--- config.mk ---
export PLATFORM = sky130hd
export DESIGN_NAME = sertx_fwdclk
export DESIGN_NICKNAME = d
export VERILOG_FILES = /design/src/rtl/sertx_pkg.sv /design/src/rtl/sertx_word_timer.sv /design/src/rtl/sertx_shift_lane.sv /design/src/rtl/sertx_fwdclk.sv
export SDC_FILE = /design/constraint.sdc
export NUM_CORES = 1
export LEC_CHECK = 0
export BUFFER_PORTS_ARGS = -buffer_cell sky130_fd_sc_hd__buf_2
export CORE_ASPECT_RATIO = 1.5
export CORE_MARGIN = 4
export CORE_UTILIZATION = 40
export DETAILED_ROUTE_END_ITERATION = 10
export PLACE_DENSITY = 0.63
export SYNTH_ARGS = -nofsm -noshare
export SYNTH_HDL_FRONTEND = slang
export SYNTH_HIERARCHICAL = 1
export SYNTH_SLANG_ARGS = --single-unit
--- constraint.sdc ---
create_clock -name clk -period 1.9 [get_ports clk]
set_input_delay 0.285 -clock clk [delete_from_list [all_inputs] [get_ports clk]]
set_output_delay 0.285 -clock clk [all_outputs]
set_load 0.02 [all_outputs]
--- src/rtl/sertx_pkg.sv ---
package sertx_pkg;

    localparam int MAX_W = 10;

    typedef enum logic [0:0] {
        TS_PRIME  = 1'b0,
        TS_STREAM = 1'b1
    } tx_state_e;

    function automatic bit cfg_legal(input int n, input int d);
        bit div_ok;
        div_ok = (d == 1) ||
                 ((d == 2 || d == 4 || d == 6 || d == 8 || d == 10) && (n % d == 0));
        return (n >= 3) && (n <= MAX_W) && div_ok;
    endfunction

    // Bit n-1 is the first bit sent in a word.
    function automatic logic [MAX_W-1:0] clk_pattern(input int n, input int d, input bit center);
        logic [MAX_W-1:0] pat;
        bit hi;
        int idx;
        pat = '0;
        for (int j = 0; j < MAX_W; j++) begin
            if (j < n) begin
                if (d == 1)
                    hi = (j < (n + 1) / 2);
                else if (d > 1)
                    hi = ((j % d) < (d / 2));
                else
                    hi = 1'b0;
                idx = n - 1 - j;
                if (idx >= 0 && idx < MAX_W)
                    pat[idx] = hi ^ center;
            end
        end
        return pat;
    endfunction

endpackage

--- src/rtl/sertx_word_timer.sv ---
module sertx_word_timer #(
    parameter int WORD_W = 8
) (
    input  logic clk,
    input  logic rst,
    output logic load_en,
    output logic shift_en
);
    import sertx_pkg::*;

    localparam int CW = (WORD_W > 1) ? $clog2(WORD_W) : 1;
    localparam logic [CW-1:0] LAST = CW'(WORD_W - 1);

    tx_state_e     state_q, state_d;
    logic [CW-1:0] cnt_q, cnt_d;
    logic          wrap;

    assign wrap = (cnt_q == LAST);

    always_ff @(posedge clk) begin
        if (rst) begin
            state_q <= TS_PRIME;
            cnt_q   <= '0;
        end else begin
            state_q <= state_d;
            cnt_q   <= cnt_d;
        end
    end

    always_comb begin
        cnt_d   = wrap ? '0 : cnt_q + 1'b1;
        state_d = state_q;
        unique case (state_q)
            TS_PRIME:  if (wrap) state_d = TS_STREAM;   // PRIME_TO_STREAM
            TS_STREAM: state_d = TS_STREAM;             // STREAM_HOLD
            default:   state_d = TS_PRIME;
        endcase
    end

    always_comb begin
        load_en  = wrap;
        shift_en = 1'b0;
        unique case (state_q)
            TS_PRIME:  shift_en = 1'b0;
            TS_STREAM: shift_en = 1'b1;
            default:   shift_en = 1'b0;
        endcase
    end

endmodule

--- src/rtl/sertx_shift_lane.sv ---
module sertx_shift_lane #(
    parameter int WORD_W = 8
) (
    input  logic              clk,
    input  logic              rst,
    input  logic              load_en,
    input  logic              shift_en,
    input  logic [WORD_W-1:0] par_in,
    output logic              ser_out
);
    logic [WORD_W-1:0] sreg_q;

    always_ff @(posedge clk) begin
        if (rst)
            sreg_q <= '0;
        else if (load_en)
            sreg_q <= par_in;
        else if (shift_en)
            sreg_q <= {sreg_q[WORD_W-2:0], 1'b0};
    end

    assign ser_out = sreg_q[WORD_W-1];

endmodule

--- src/rtl/sertx_fwdclk.sv ---
module sertx_fwdclk #(
    parameter int WORD_W       = 8,
    parameter int CLK_DIV      = 2,
    parameter int CENTER_ALIGN = 0
) (
    input  logic              clk,
    input  logic              rst,
    input  logic [WORD_W-1:0] par_data,
    output logic              ser_data,
    output logic              ser_clk
);
    import sertx_pkg::*;

    localparam int NUM_LANES = 2;
    localparam logic [MAX_W-1:0] CLK_FULL = clk_pattern(WORD_W, CLK_DIV, CENTER_ALIGN != 0);
    localparam logic [WORD_W-1:0] CLK_WORD = CLK_FULL[WORD_W-1:0];

    generate
        if (!cfg_legal(WORD_W, CLK_DIV)) begin : g_bad_cfg
            $error("sertx_fwdclk: word width and clock divisor do not form a legal pair");
        end
    endgenerate

    logic              load_en;
    logic              shift_en;
    logic [WORD_W-1:0] lane_word [NUM_LANES];
    logic              lane_bit  [NUM_LANES];

    sertx_word_timer #(.WORD_W(WORD_W)) u_timer (
        .clk      (clk),
        .rst      (rst),
        .load_en  (load_en),
        .shift_en (shift_en)
    );

    assign lane_word[0] = par_data;
    assign lane_word[1] = CLK_WORD;

    for (genvar g = 0; g < NUM_LANES; g++) begin : g_lane
        sertx_shift_lane #(.WORD_W(WORD_W)) u_lane (
            .clk      (clk),
            .rst      (rst),
            .load_en  (load_en),
            .shift_en (shift_en),
            .par_in   (lane_word[g]),
            .ser_out  (lane_bit[g])
        );
    end

    assign ser_data = lane_bit[0];
    assign ser_clk  = lane_bit[1];

endmodule

Word-level counts from Yosys, hierarchy flattened

Cells that the tools add are included.

Output and inout port bits: 2
Word-level logic and storage cells: 17
Input port bits: 10
Bits in registers: 19

Add/sub/neg operators: 1
Reduce and logical (&&, ||, !) cells: 2
Bitwise logic cells: 1
Eq/ne operators: 1
Mux-type cells: 7

Operators by type and width:

| operator                                    | count |
|---|---|
| two-way mux 8 bit                           | 4 |
| one-hot mux 1 bit (2 select lines)          | 2 |
| adder 3 x 1 -> 3 bit, second input constant | 1 |
| == test 3 bit, second input constant        | 1 |
| nonzero test 2 bit                          | 1 |
| OR reduction 2 bit                          | 1 |
| two-way mux 1 bit                           | 1 |
| inverter 1 bit                              | 1 |

Logic depth before layout (Yosys ltp)

Gate-level depths: netlist (run 1).

Depth in word-level cells: 4
Gate-level depth with buffers: 4
Depth with buffers taken out: 4

Cells and area by module

Netlist (run 1), hierarchy kept.

Modules (own cells, without submodules):

| module           | area each (um^2) | times used | cells an instance | seq. area each (um^2) |
|---|---|---|---|---|
| sertx_shift_lane | 369.1            | 2          | 35                | 160.2 |
| sertx_word_timer | 135.1            | 1          | 10                | 80.1 |
| sertx_fwdclk     | 7.5              | 1          | 2                 | 0.0 |

Least setup slack after synthesis (run 1)

OpenSTA, ideal clock, no wires.

Kind: reg2reg
From: reg u_timer.cnt_q[0]
To: reg g_lane[0].u_lane.sreg_q[0]
Path buffers: 0
Stages on the path, launching flop included: 5
Library setup time: 0.070 ns
Path slack: 0.494 ns
Arrival: 1.336 ns
Clock period less this slack: 1.406 ns
Data required time: 1.830 ns
Cell sequence: dfxtp_1 > ha_1 > ha_1 > or3b_1 > a21oi_1

Word-level cells in the longest chain between the ends: 2
Elaborated cells on any way between the ends: 3
Classes of those cells: eq/ne: 1; mux: 1; reduce/logical: 1

RTL lines:

| what                                                    | line                   | text |
|---|---|---|
| start: declaration                                      | sertx_word_timer.sv:15 | `logic [CW-1:0] cnt_q, cnt_d;` |
| start signal: assignment                                | sertx_word_timer.sv:26 | `cnt_q <= cnt_d;` |
| == test 3 bit *                                         | sertx_word_timer.sv:18 | `assign wrap = (cnt_q == LAST);` |
| via load_en                                             | sertx_fwdclk.sv:24     | `logic load_en;` |
| two-way mux 8 bit or nonzero test 2 bit (tied branches) | n/a                    |  |
| end signal: assignment                                  | sertx_shift_lane.sv:17 | `sreg_q <= par_in;` |
| end signal: assignment                                  | sertx_shift_lane.sv:19 | `sreg_q <= {sreg_q[WORD_W-2:0], 1'b0};` |
| end: declaration                                        | sertx_shift_lane.sv:11 | `logic [WORD_W-1:0] sreg_q;` |

The timed path passes the listed nets; every way through them passes the cells marked *.
A chain may end at the register's enable or synchronous reset.

Final worst setup path (run 1)

From: reg u_timer.cnt_q[0]
To: reg g_lane[1].u_lane.sreg_q[7]

Word-level cells in the longest chain between the ends: 2
Elaborated cells on any way between the ends: 3
Classes of those cells: eq/ne: 1; mux: 1; reduce/logical: 1

RTL lines:

| what                                                    | line |
|---|---|
| == test 3 bit *                                         | sertx_word_timer.sv:18 |
| via load_en                                             | sertx_fwdclk.sv:24 |
| two-way mux 8 bit or nonzero test 2 bit (tied branches) | n/a |
| end signal: assignment                                  | sertx_shift_lane.sv:17 |
| end signal: assignment                                  | sertx_shift_lane.sv:19 |
| end: declaration                                        | sertx_shift_lane.sv:11 |

Marks and branches as above.

==> impl_metrics.py, run 1 <==
metrics = {
    "synth": {
        "yosysTopAreaCellShare": 0.455,
        "yosysTopAreaCell": "dfxtp_1",
        "synth-seq-area-share": 0.455,
        "yosys_warnings": 6,
        "avgSynthCellArea_um2": 10.7,
        "netlist_top_cells_area": "dfxtp_1 (45%), mux2i_1 (16%), a211oi_1 (12%), nor2b_1 (9.9%), ha_1 (2.8%)",
        "synth_cell_types": 15,
        "syn_inst": 82,
        "ys_ff_latch": 20,
        "syn_area_um2": 881,
    },
    "placement": {
        "port_buffers": 11,
        "dpl-instance-area_um2": 966,
        "finalWeightedCongestion": 0.752,
        "dp_slack_ns": 0.392,
    },
    "floorplan": {
        "start_util": 0.429,
        "dieArea_um2": 3030,
        "core_um2": 2050,
        "dieHeight_um": 65.5,
        "die_w_um": 46.3,
        "boundaryPins": 12,
        "rows": 20,
    },
    "global_route": {
        "grt_pass1_vias": 633,
        "antenna_found_initial": 0,
        "overflow": 0,
        "grt_first_pass_wirelength_um": 2510,
        "grt_max_degree": 21,
        "grt_usage": 0.114,
    },
    "hold_path": {
        "holdCritPathClass": "in2reg",
    },
    "final_layout": {
        "drive_gt1_frac": 0.186,
        "mostFrequentLayoutCells": "dfxtp_1 (20), mux2i_1 (14), nor2b_1 (14), a211oi_1 (14), buf_2 (11)",
        "antenna_cells": 0,
        "design_area_um2": 1000,
        "synthToLayoutAreaGrowth_pct": 13.8,
        "final_common_cell": "dfxtp_1",
        "layout.nets": 115,
    },
    "critical_path": {
        "max_stage_delay_ns": 0.45,
        "crit_path_frequent_cell": "ha_1",
        "cp.required_ns": 2.10,
        "cp.arrival_ns": 1.79,
        "start_kind": "register",
        "end_kind": "register",
        "cpMaxStageDelayCell": "ha_1",
        "path_class": "reg2reg",
        "critPathMaxFanout": 18,
        "crit_chain": "ha_1 > ha_1 > inv_1 > a211oi_1",
    },
    "sta": {
        "fmax_mhz": 629,
        "period_minus_slack_ns": 1.59,
        "finalSetupViolCount": 0,
        "hold_viol_final": 0,
        "drv_slew": 0,
        "worst_slew_pin_slew_ns": 0.556,
        "slew_headroom": 0.629,
        "whs_ns": 0.245,
        "fin_worst_skew_ns": 0.000426,
        "rsz0062_at_grt": "false",
        "fin_crit_sh": 0.836,
        "setup_ws_ns": 0.311,
        "setup_tns_ns": 0,
    },
    "clock_network": {
        "cts_buffers": 3,
        "clkTransAtPathRegs_ns": 0.11,
        "hold_buffers": 0,
        "cts_max_path_buffers": 2,
        "htree_levels": 1,
        "clock_latency_ns": 0.29,
        "clock-sinks": 20,
        "clockRootBuffer": "clkbuf_4",
        "tritoncts": "yes",
        "ctsResizeCount": 0,
        "post-cts-setup-buffer-count": 0,
    },
    "pwr": {
        "p_leak_nw": 0.362,
        "power_uw": 705,
        "p_per_area_nw_per_um2": 703,
        "max-vdd-ir-drop_uv": 380,
    },
    "routing": {
        "drt_wl_total_um": 1440,
        "post_drt_wl_per_cell_um": 11.6,
        "ant_nets": 0,
        "dr.pass1.iters": 4,
        "vias": 601,
        "drt-initial-drc-count": 3,
        "drc": 0,
        "vias_per_cell": 4.85,
    },
    "outcome": {
        "status": "finished, final reports clean",
    },
    "flow_run": {
        "maxCapViolCount": 0,
    },
}
## worst max-delay path: cells and delay by family (launching register included)
family,cells,cell delay [ns]
buffers and inverters,1,0.25
DFF,1,0.36
AOI/OAI and AO/OA,1,0.28
adders and majority gates,2,0.60
## through the flow
step / util / instances
6_report: 0.488 / 124
5_1_grt: 0.488 / 124
4_1_cts: 0.488 / 124
3_5_place_dp: 0.471 / 120
3_3_place_gp: 0.471 / 120
2_1_floorplan: - / 88
## final timing paths
kind | end | startpoint | depth (start not counted) | slack (ns)
hold reg to reg | u_timer/cnt_q[0]$_SDFF_PP0_ | u_timer/cnt_q[0]$_SDFF_PP0_ | 1 | 0.44
hold / removal | g_lane[0].u_lane/sreg_q[0]$_SDFFE_PP0P_ | par_data[0] | 3 | 0.25
setup / recovery | g_lane[1].u_lane/sreg_q[7]$_SDFFE_PP0P_ | u_timer/cnt_q[0]$_SDFF_PP0_ | 4 | 0.31
setup reg to reg | g_lane[1].u_lane/sreg_q[7]$_SDFFE_PP0P_ | u_timer/cnt_q[0]$_SDFF_PP0_ | 4 | 0.31
## cells in the mapped netlist, drive strengths merged
library cell,count
a21oi,2
nor3,1
inv,2
a211oi,14
o21ba,1
conb,2
nor3b,2
nand2,2
clkdlybuf4s18,2
nor2b,14
mux2i,14
buf,2
dfxtp,20
ha,2
or3b,2
## state kept, by name (all words and copies together) (netlist names)
name	count
g_lane.u_lane/sreg_q	16
u_timer/cnt_q	3
u_timer/state_q	1
## cell type report
type                    count  area [µm²]
clock buffers               4        36.3
fillers                   210        1050
inverters                   2        7.51
multi-input cells          62         453
flip-flops and latches     20         400
well taps                  22        27.5
repair buffers             14        77.6
## logic make-up (layout without fill, tap and decap cells)
logic type / count (synthesis) / in the layout / share of synthesized area
other cells: 2 / 8 / 0.00853
buf+inv: 6 / 20 / 0.0568
fa+ha+maj: 2 / 2 / 0.0284
mux: 14 / 14 / 0.159
flops: 20 / 20 / 0.455
simple gates: 21 / 21 / 0.151
compound gates: 17 / 17 / 0.142
## power breakdown
part | switching [mW] | internal, mW | leakage, nW
Combinational | 0.0171 | 0.0166 | 0.179
Clock | 0.123 | 0.117 | 0.0210
Sequential | 0.00409 | 0.427 | 0.162
## routing by layer
| metal | track usage | vias up | share of wire |
|---|---|---|---|
| met5 | 0 | - | 0 |
| met4 | 0.0747 | 0 | 0.011 |
| met3 | 0.0247 | 2 | 0.040 |
| met2 | 0.186 | 7 | 0.48 |
| met1 | 0.125 | 269 | 0.47 |
| li1 | - | 323 | - |
No activity file was read; power rests on OpenSTA's default activity.
==> inputs of run 2 (changes only) <==
- ABC_AREA: default -> 1
- PLACE_DENSITY: 0.63 -> 0.65
- clock period: 1.9 -> 1.35 ns (I/O delays scaled with it)
==> run 2 against run 1 <==
Net effect: clock power increased by 14%; largest power group unchanged; global-route usage increased by 1.2 points; final area increased by 12%; via count increased by 41%; sequential share of layout area decreased by 4.3 points; critical path depth increased by 2; combinational power increased by 82%; worst hold slack got worse by 0.082 ns; critical endpoint is now g_lane[0].u_lane/sreg_q[6]$_SDFFE_PP0P_; die area increased by 6.8%; count of clock-buffer cells in the layout decreased by 1; synthesized cell count increased by 68%.
==> impl_metrics.py, run 2 <==
metrics = {
    "pwr": {
        "max-vdd-ir-drop_uv": 400,
        "power_uw": 941,
        "p_leak_nw": 0.587,
        "p_per_area_nw_per_um2": 836,
    },
    "sta": {
        "finalSetupViolCount": 0,
        "rsz0062_at_grt": "true",
        "hold_viol_final": 0,
        "period_minus_slack_ns": 1.28,
        "setup_tns_ns": 0,
        "drv_slew": 0,
        "fin_worst_skew_ns": 0.00151,
        "fmax_mhz": 780,
        "fin_crit_sh": 0.949,
        "whs_ns": 0.163,
    },
    "clock_network": {
        "cts_max_path_buffers": 2,
        "clock_latency_ns": 0.29,
        "cts_buffers": 3,
        "clkTransAtPathRegs_ns": 0.10,
        "htree_levels": 1,
        "post-cts-setup-buffer-count": 0,
        "clock-sinks": 20,
        "tritoncts": "yes",
        "clockRootBuffer": "clkbuf_4",
    },
    "critical_path": {
        "max_stage_delay_ns": 0.34,
        "cp.arrival_ns": 1.51,
        "crit_family": "adder cells",
        "cp_num_buf_inv": 1,
        "path_class": "reg2reg",
        "rrSetupSlack_ns": 0.07,
        "crit_chain": "ha_2 > ha_4 > buf_12 > nor2_8 > nand2_1 > a21oi_1",
        "start_kind": "register",
        "r2r_start": "u_timer/cnt_q[0]$_SDFF_PP0_",
        "end_kind": "register",
        "cp.required_ns": 1.58,
        "cpMaxStageDelayCell": "dfxtp_2",
        "crit_path_start": "u_timer/cnt_q[0]$_SDFF_PP0_",
        "critPathMaxFanout": 10,
    },
    "global_route": {
        "overflow": 0,
        "grt_usage": 0.126,
        "grt_first_pass_wirelength_um": 2960,
        "antenna_found_initial": 0,
        "grt_pass1_vias": 750,
        "grt_max_degree": 21,
    },
    "routing": {
        "drt_wl_total_um": 1740,
        "post_drt_wl_per_cell_um": 9.61,
        "drc": 0,
        "ant_nets": 0,
        "vias": 849,
        "drt-initial-drc-count": 21,
        "vias_per_cell": 4.69,
        "dr.pass1.iters": 4,
    },
    "synth": {
        "yosys_warnings": 6,
        "yosys.cell_count.top_type": "nand2_1",
        "syn_area_um2": 951,
        "syn_inst": 138,
        "netlist_top_cells_area": "dfxtp_1 (42%), nand2_1 (21%), nand3_1 (11%), inv_1 (7.5%), nor2_8 (4.2%)",
        "synth_edf_count": 0,
        "synth-seq-area-share": 0.421,
        "synth_common_cells": "nand2_1 (54), dfxtp_1 (20), nand3_1 (20)",
        "avgSynthCellArea_um2": 6.89,
        "ys_ff_latch": 20,
        "synth_async_sr_flop_share": 0,
        "yosysTopAreaCell": "dfxtp_1",
        "ys.flop_type": "dfxtp_1",
        "yosysTopAreaCellShare": 0.421,
        "synth_cell_types": 13,
    },
    "final_layout": {
        "largest-register": "g_lane.u_lane/sreg_q",
        "synthToLayoutAreaGrowth_pct": 18.4,
        "layout.nets": 172,
        "largest_reg_flops": 16,
        "design_area_um2": 1130,
        "mostFrequentLayoutCells": "nand2_1 (53), nand3_1 (20), inv_1 (19), dfxtp_1 (19), buf_2 (11)",
        "reg_top3": "g_lane.u_lane/sreg_q x16, u_timer/cnt_q x3, u_timer/state_q x1",
        "antenna_cells": 0,
        "drive_gt1_frac": 0.177,
        "fin_util": 0.498,
        "final_common_cell": "nand2_1",
    },
    "placement": {
        "port_buffers": 11,
        "finalWeightedCongestion": 0.871,
        "dpl-instance-area_um2": 1050,
        "place_hpwl_um": 1230,
    },
    "outcome": {
        "status": "finished, final reports clean",
    },
    "floorplan": {
        "dieArea_um2": 3240,
        "core_um2": 2260,
        "rows": 21,
        "die_w_um": 47.8,
        "dieHeight_um": 67.7,
        "boundaryPins": 12,
        "start_util": 0.421,
    },
    "hold_path": {
        "hold_start": "par_data[0]",
        "holdCritPathClass": "in2reg",
    },
    "flow_run": {
        "maxCapViolCount": 0,
    },
}
-- run 2: cell count changes after synthesis, sizes merged, moves of 2 or more --
cell           change
buf                +2
nand3             +20
a21oi              +4
clkdlybuf4s18      -2
inv               +20
nand2             +53
mux2i             -14
nor2b             -14
or3b               -2
a211oi            -14
nor2               +7
nor3b              -2
-- run 2: logic make-up after synthesis --
kind of cell | after synthesis | share of synthesized area
DFF | 20 | 0.421
other | 2 | 0.00790
AOI/OAI and AO/OA | 6 | 0.0316
buffers and inverters | 26 | 0.126
adders and majority gates | 2 | 0.0263
and+or+nand+nor | 82 | 0.387
-- run 2: worst min-delay path: cells and delay by family --
family	cells	cell delay (ns)
buffers and inverters	1	0.10
and+or+nand+nor	1	0.06
AOI/OAI and AO/OA	1	0.06
-- run 2: path summary, 6_finish.rpt --
path                                             end  depth (start not counted)
min          g_lane[0].u_lane/sreg_q[0]$_SDFFE_PP0P_                          3
max reg2reg  g_lane[0].u_lane/sreg_q[6]$_SDFFE_PP0P_                          6
max          g_lane[0].u_lane/sreg_q[6]$_SDFFE_PP0P_                          6
min reg2reg              u_timer/cnt_q[0]$_SDFF_PP0_                          1
-- run 2: where the power goes --
part	internal [mW]	switching, mW
Sequential	0.601	0.00551
Clock	0.104	0.170
Combinational	0.0259	0.0352
Total	0.730	0.211
-- run 2: area by class of cell --
class	instances	area (µm²)
multi-input cells	98	470
clock buffers	3	22.5
inverters	22	87.6
well taps	23	28.8
repair buffers	15	115
flip-flops and latches	20	402
fillers	231	1130
-- run 2: timing repair --
action	in CTS	in global routing
pin swaps	1	1
gates cloned	0	1
hold buffers	0	0
resized for setup	1	6
setup endpoints to repair	16	15
-- run 2: metrics by stage --
stage | std cells | worst slack, ns
6_report | 181 | 0.0683
5_1_grt | 181 | -0.0198
4_1_cts | 180 | 0.00810
3_5_place_dp | 177 | -0.0327
3_3_place_gp | 177 | 0.0219
2_1_floorplan | 144 | 0.0973
-- run 2: routing by layer --
| layer | up-vias | wire [µm] | track usage |
|---|---|---|---|
| met3 | 6 | 93 | 0.0320 |
| met5 | - | 0 | 0 |
| met4 | 0 | 47 | 0.0842 |
| met2 | 21 | 828 | 0.204 |
| met1 | 372 | 771 | 0.138 |
| li1 | 450 | - | - |
==> inputs of run 3 (changes only) <==
- BUFFER_PORTS_ARGS: -buffer_cell sky130_fd_sc_hd__buf_2 -> default
- DONT_BUFFER_PORTS: default -> 1
- PLACE_DENSITY: 0.65 -> 0.6
==> run 3 against run 2 <==
Net effect: count of clock-buffer cells in the layout is 1 higher; critical path type unchanged; routed wire length rose by 7.7%; highest routed layer unchanged; maximum frequency rose by 0.43%; clock power grew 24%; first-iteration DRC count down 29%; cell count decreased by 3.9%; largest power group unchanged; sequential share of layout area shrank 0.13 points; setup slack gained 0.0054 ns; flip-flop and latch count stayed put.
==> impl_metrics.py, run 3 (same netlist as run 2, synthesis figures left out) <==
metrics = {
    "hold_path": {
        "holdCritPathClass": "in2reg",
    },
    "clock_network": {
        "post-cts-setup-buffer-count": 0,
        "tritoncts": "yes",
        "cts_max_path_buffers": 2,
        "clock_latency_ns": 0.29,
        "clkTransAtPathRegs_ns": 0.11,
        "cts_buffers": 3,
        "clock-sinks": 20,
        "clockRootBuffer": "clkbuf_4",
        "htree_levels": 1,
    },
    "floorplan": {
        "boundaryPins": 12,
        "rows": 21,
        "die_w_um": 47.8,
        "dieHeight_um": 67.7,
        "core_um2": 2260,
        "start_util": 0.421,
        "dieArea_um2": 3240,
    },
    "sta": {
        "rsz0062_at_grt": "true",
        "whs_ns": 0.0563,
        "finalSetupViolCount": 0,
        "setup_tns_ns": 0,
        "fin_crit_sh": 0.945,
        "period_minus_slack_ns": 1.28,
        "fin_worst_skew_ns": 0.00276,
        "drv_slew": 0,
        "hold_viol_final": 0,
        "setup_ws_ns": 0.0738,
        "fmax_mhz": 784,
    },
    "critical_path": {
        "crit_chain": "ha_4 > ha_4 > buf_12 > nor2_8 > nand2_1 > a21oi_1",
        "cpMaxStageDelayCell": "dfxtp_2",
        "path_class": "reg2reg",
        "cp.arrival_ns": 1.50,
        "crit_family": "flip-flops",
        "end_kind": "register",
        "max_stage_delay_ns": 0.35,
        "start_kind": "register",
        "cp_num_buf_inv": 1,
        "critPathMaxFanout": 8,
        "crit_path_frequent_cell": "ha_4",
        "cp.required_ns": 1.57,
    },
    "routing": {
        "vias_per_cell": 4.72,
        "drc": 0,
        "dr.pass1.iters": 4,
        "drt-initial-drc-count": 15,
        "drt_wl_total_um": 1870,
        "post_drt_wl_per_cell_um": 10.8,
        "vias": 821,
        "ant_nets": 0,
    },
    "pwr": {
        "p_per_area_nw_per_um2": 883,
        "max-vdd-ir-drop_uv": 471,
        "power_mw": 1.00,
        "p_leak_nw": 0.568,
    },
    "flow_run": {
        "maxCapViolCount": 0,
    },
    "placement": {
        "dp_slack_ns": 0.00315,
        "dp.cells": 167,
        "finalWeightedCongestion": 0.786,
        "place_hpwl_um": 1280,
        "port_buffers": 0,
    },
    "final_layout": {
        "drive_gt1_frac": 0.132,
        "reg_top3": "g_lane.u_lane/sreg_q x16, u_timer/cnt_q x3, u_timer/state_q x1",
        "layout.nets": 164,
        "largest-register": "g_lane.u_lane/sreg_q",
        "final_common_cell": "nand2_1",
        "final_cells": 174,
        "largest_reg_flops": 16,
        "mostFrequentLayoutCells": "nand2_1 (54), nand3_1 (20), inv_1 (19)",
        "synthToLayoutAreaGrowth_pct": 19.2,
        "antenna_cells": 0,
    },
    "global_route": {
        "grt_max_degree": 21,
        "antenna_found_initial": 0,
        "grt_usage": 0.130,
        "grt_pass1_vias": 766,
        "grt_first_pass_wirelength_um": 3060,
        "overflow": 0,
    },
    "outcome": {
        "status": "finished, final reports clean",
    },
}
[run 3: final timing paths]
kind / startpoint / end / slack [ns] / depth (start not counted)
worst min-delay path: par_data[0] / g_lane[0].u_lane/sreg_q[0]$_SDFFE_PP0P_ / 0.06 / 2
worst max-delay path: u_timer/cnt_q[0]$_SDFF_PP0_ / g_lane[0].u_lane/sreg_q[4]$_SDFFE_PP0P_ / 0.07 / 6
worst min register to register: u_timer/cnt_q[0]$_SDFF_PP0_ / u_timer/cnt_q[0]$_SDFF_PP0_ / 0.44 / 1
worst max register to register: u_timer/cnt_q[0]$_SDFF_PP0_ / g_lane[0].u_lane/sreg_q[4]$_SDFFE_PP0P_ / 0.07 / 6
[run 3: per-stage QoR]
step	util	area, µm²
finish	0.502	1130
global route	0.502	1130
CTS	0.467	1060
detailed placement	0.446	1010
global placement	0.446	1010
floorplan	-	973
[run 3: report_power, final]
part,switching [mW],internal [mW]
Combinational,0.0304,0.0222
Clock,0.175,0.164
Sequential,0.00835,0.602
Total,0.213,0.788
[run 3: final cells by class]
class                      count  area [µm²]
fill                         241        1130
multi-input combinational     98         478
sequential                    20         403
timing repair buffer           7         103
inverter                      22        85.1
clock buffer                   4        36.3
tap                           23        28.8
[run 3: layer usage]
metal	GRT usage	routed length (µm)	up-vias
li1	-	-	436
met1	0.144	797	368
met2	0.228	962	13
met3	0.0320	88	4
met4	0.0471	25	0
met5	0	0	-
[run 3: repair_timing]
item,CTS,global route
gates resized for setup,1,6
pin swaps,0,4
endpoints found under the hold margin,7,0
setup endpoints to repair,15,16
hold buffers,1,0
cloned,0,2
[run 3: worst register-to-register path, stage by stage (launching register included)]
cell	delay [ns]
dfxtp_2	0.35
ha_4	0.16
ha_4	0.18
buf_12	0.15
nor2_8	0.13
nand2_1	0.08
a21oi_1	0.16
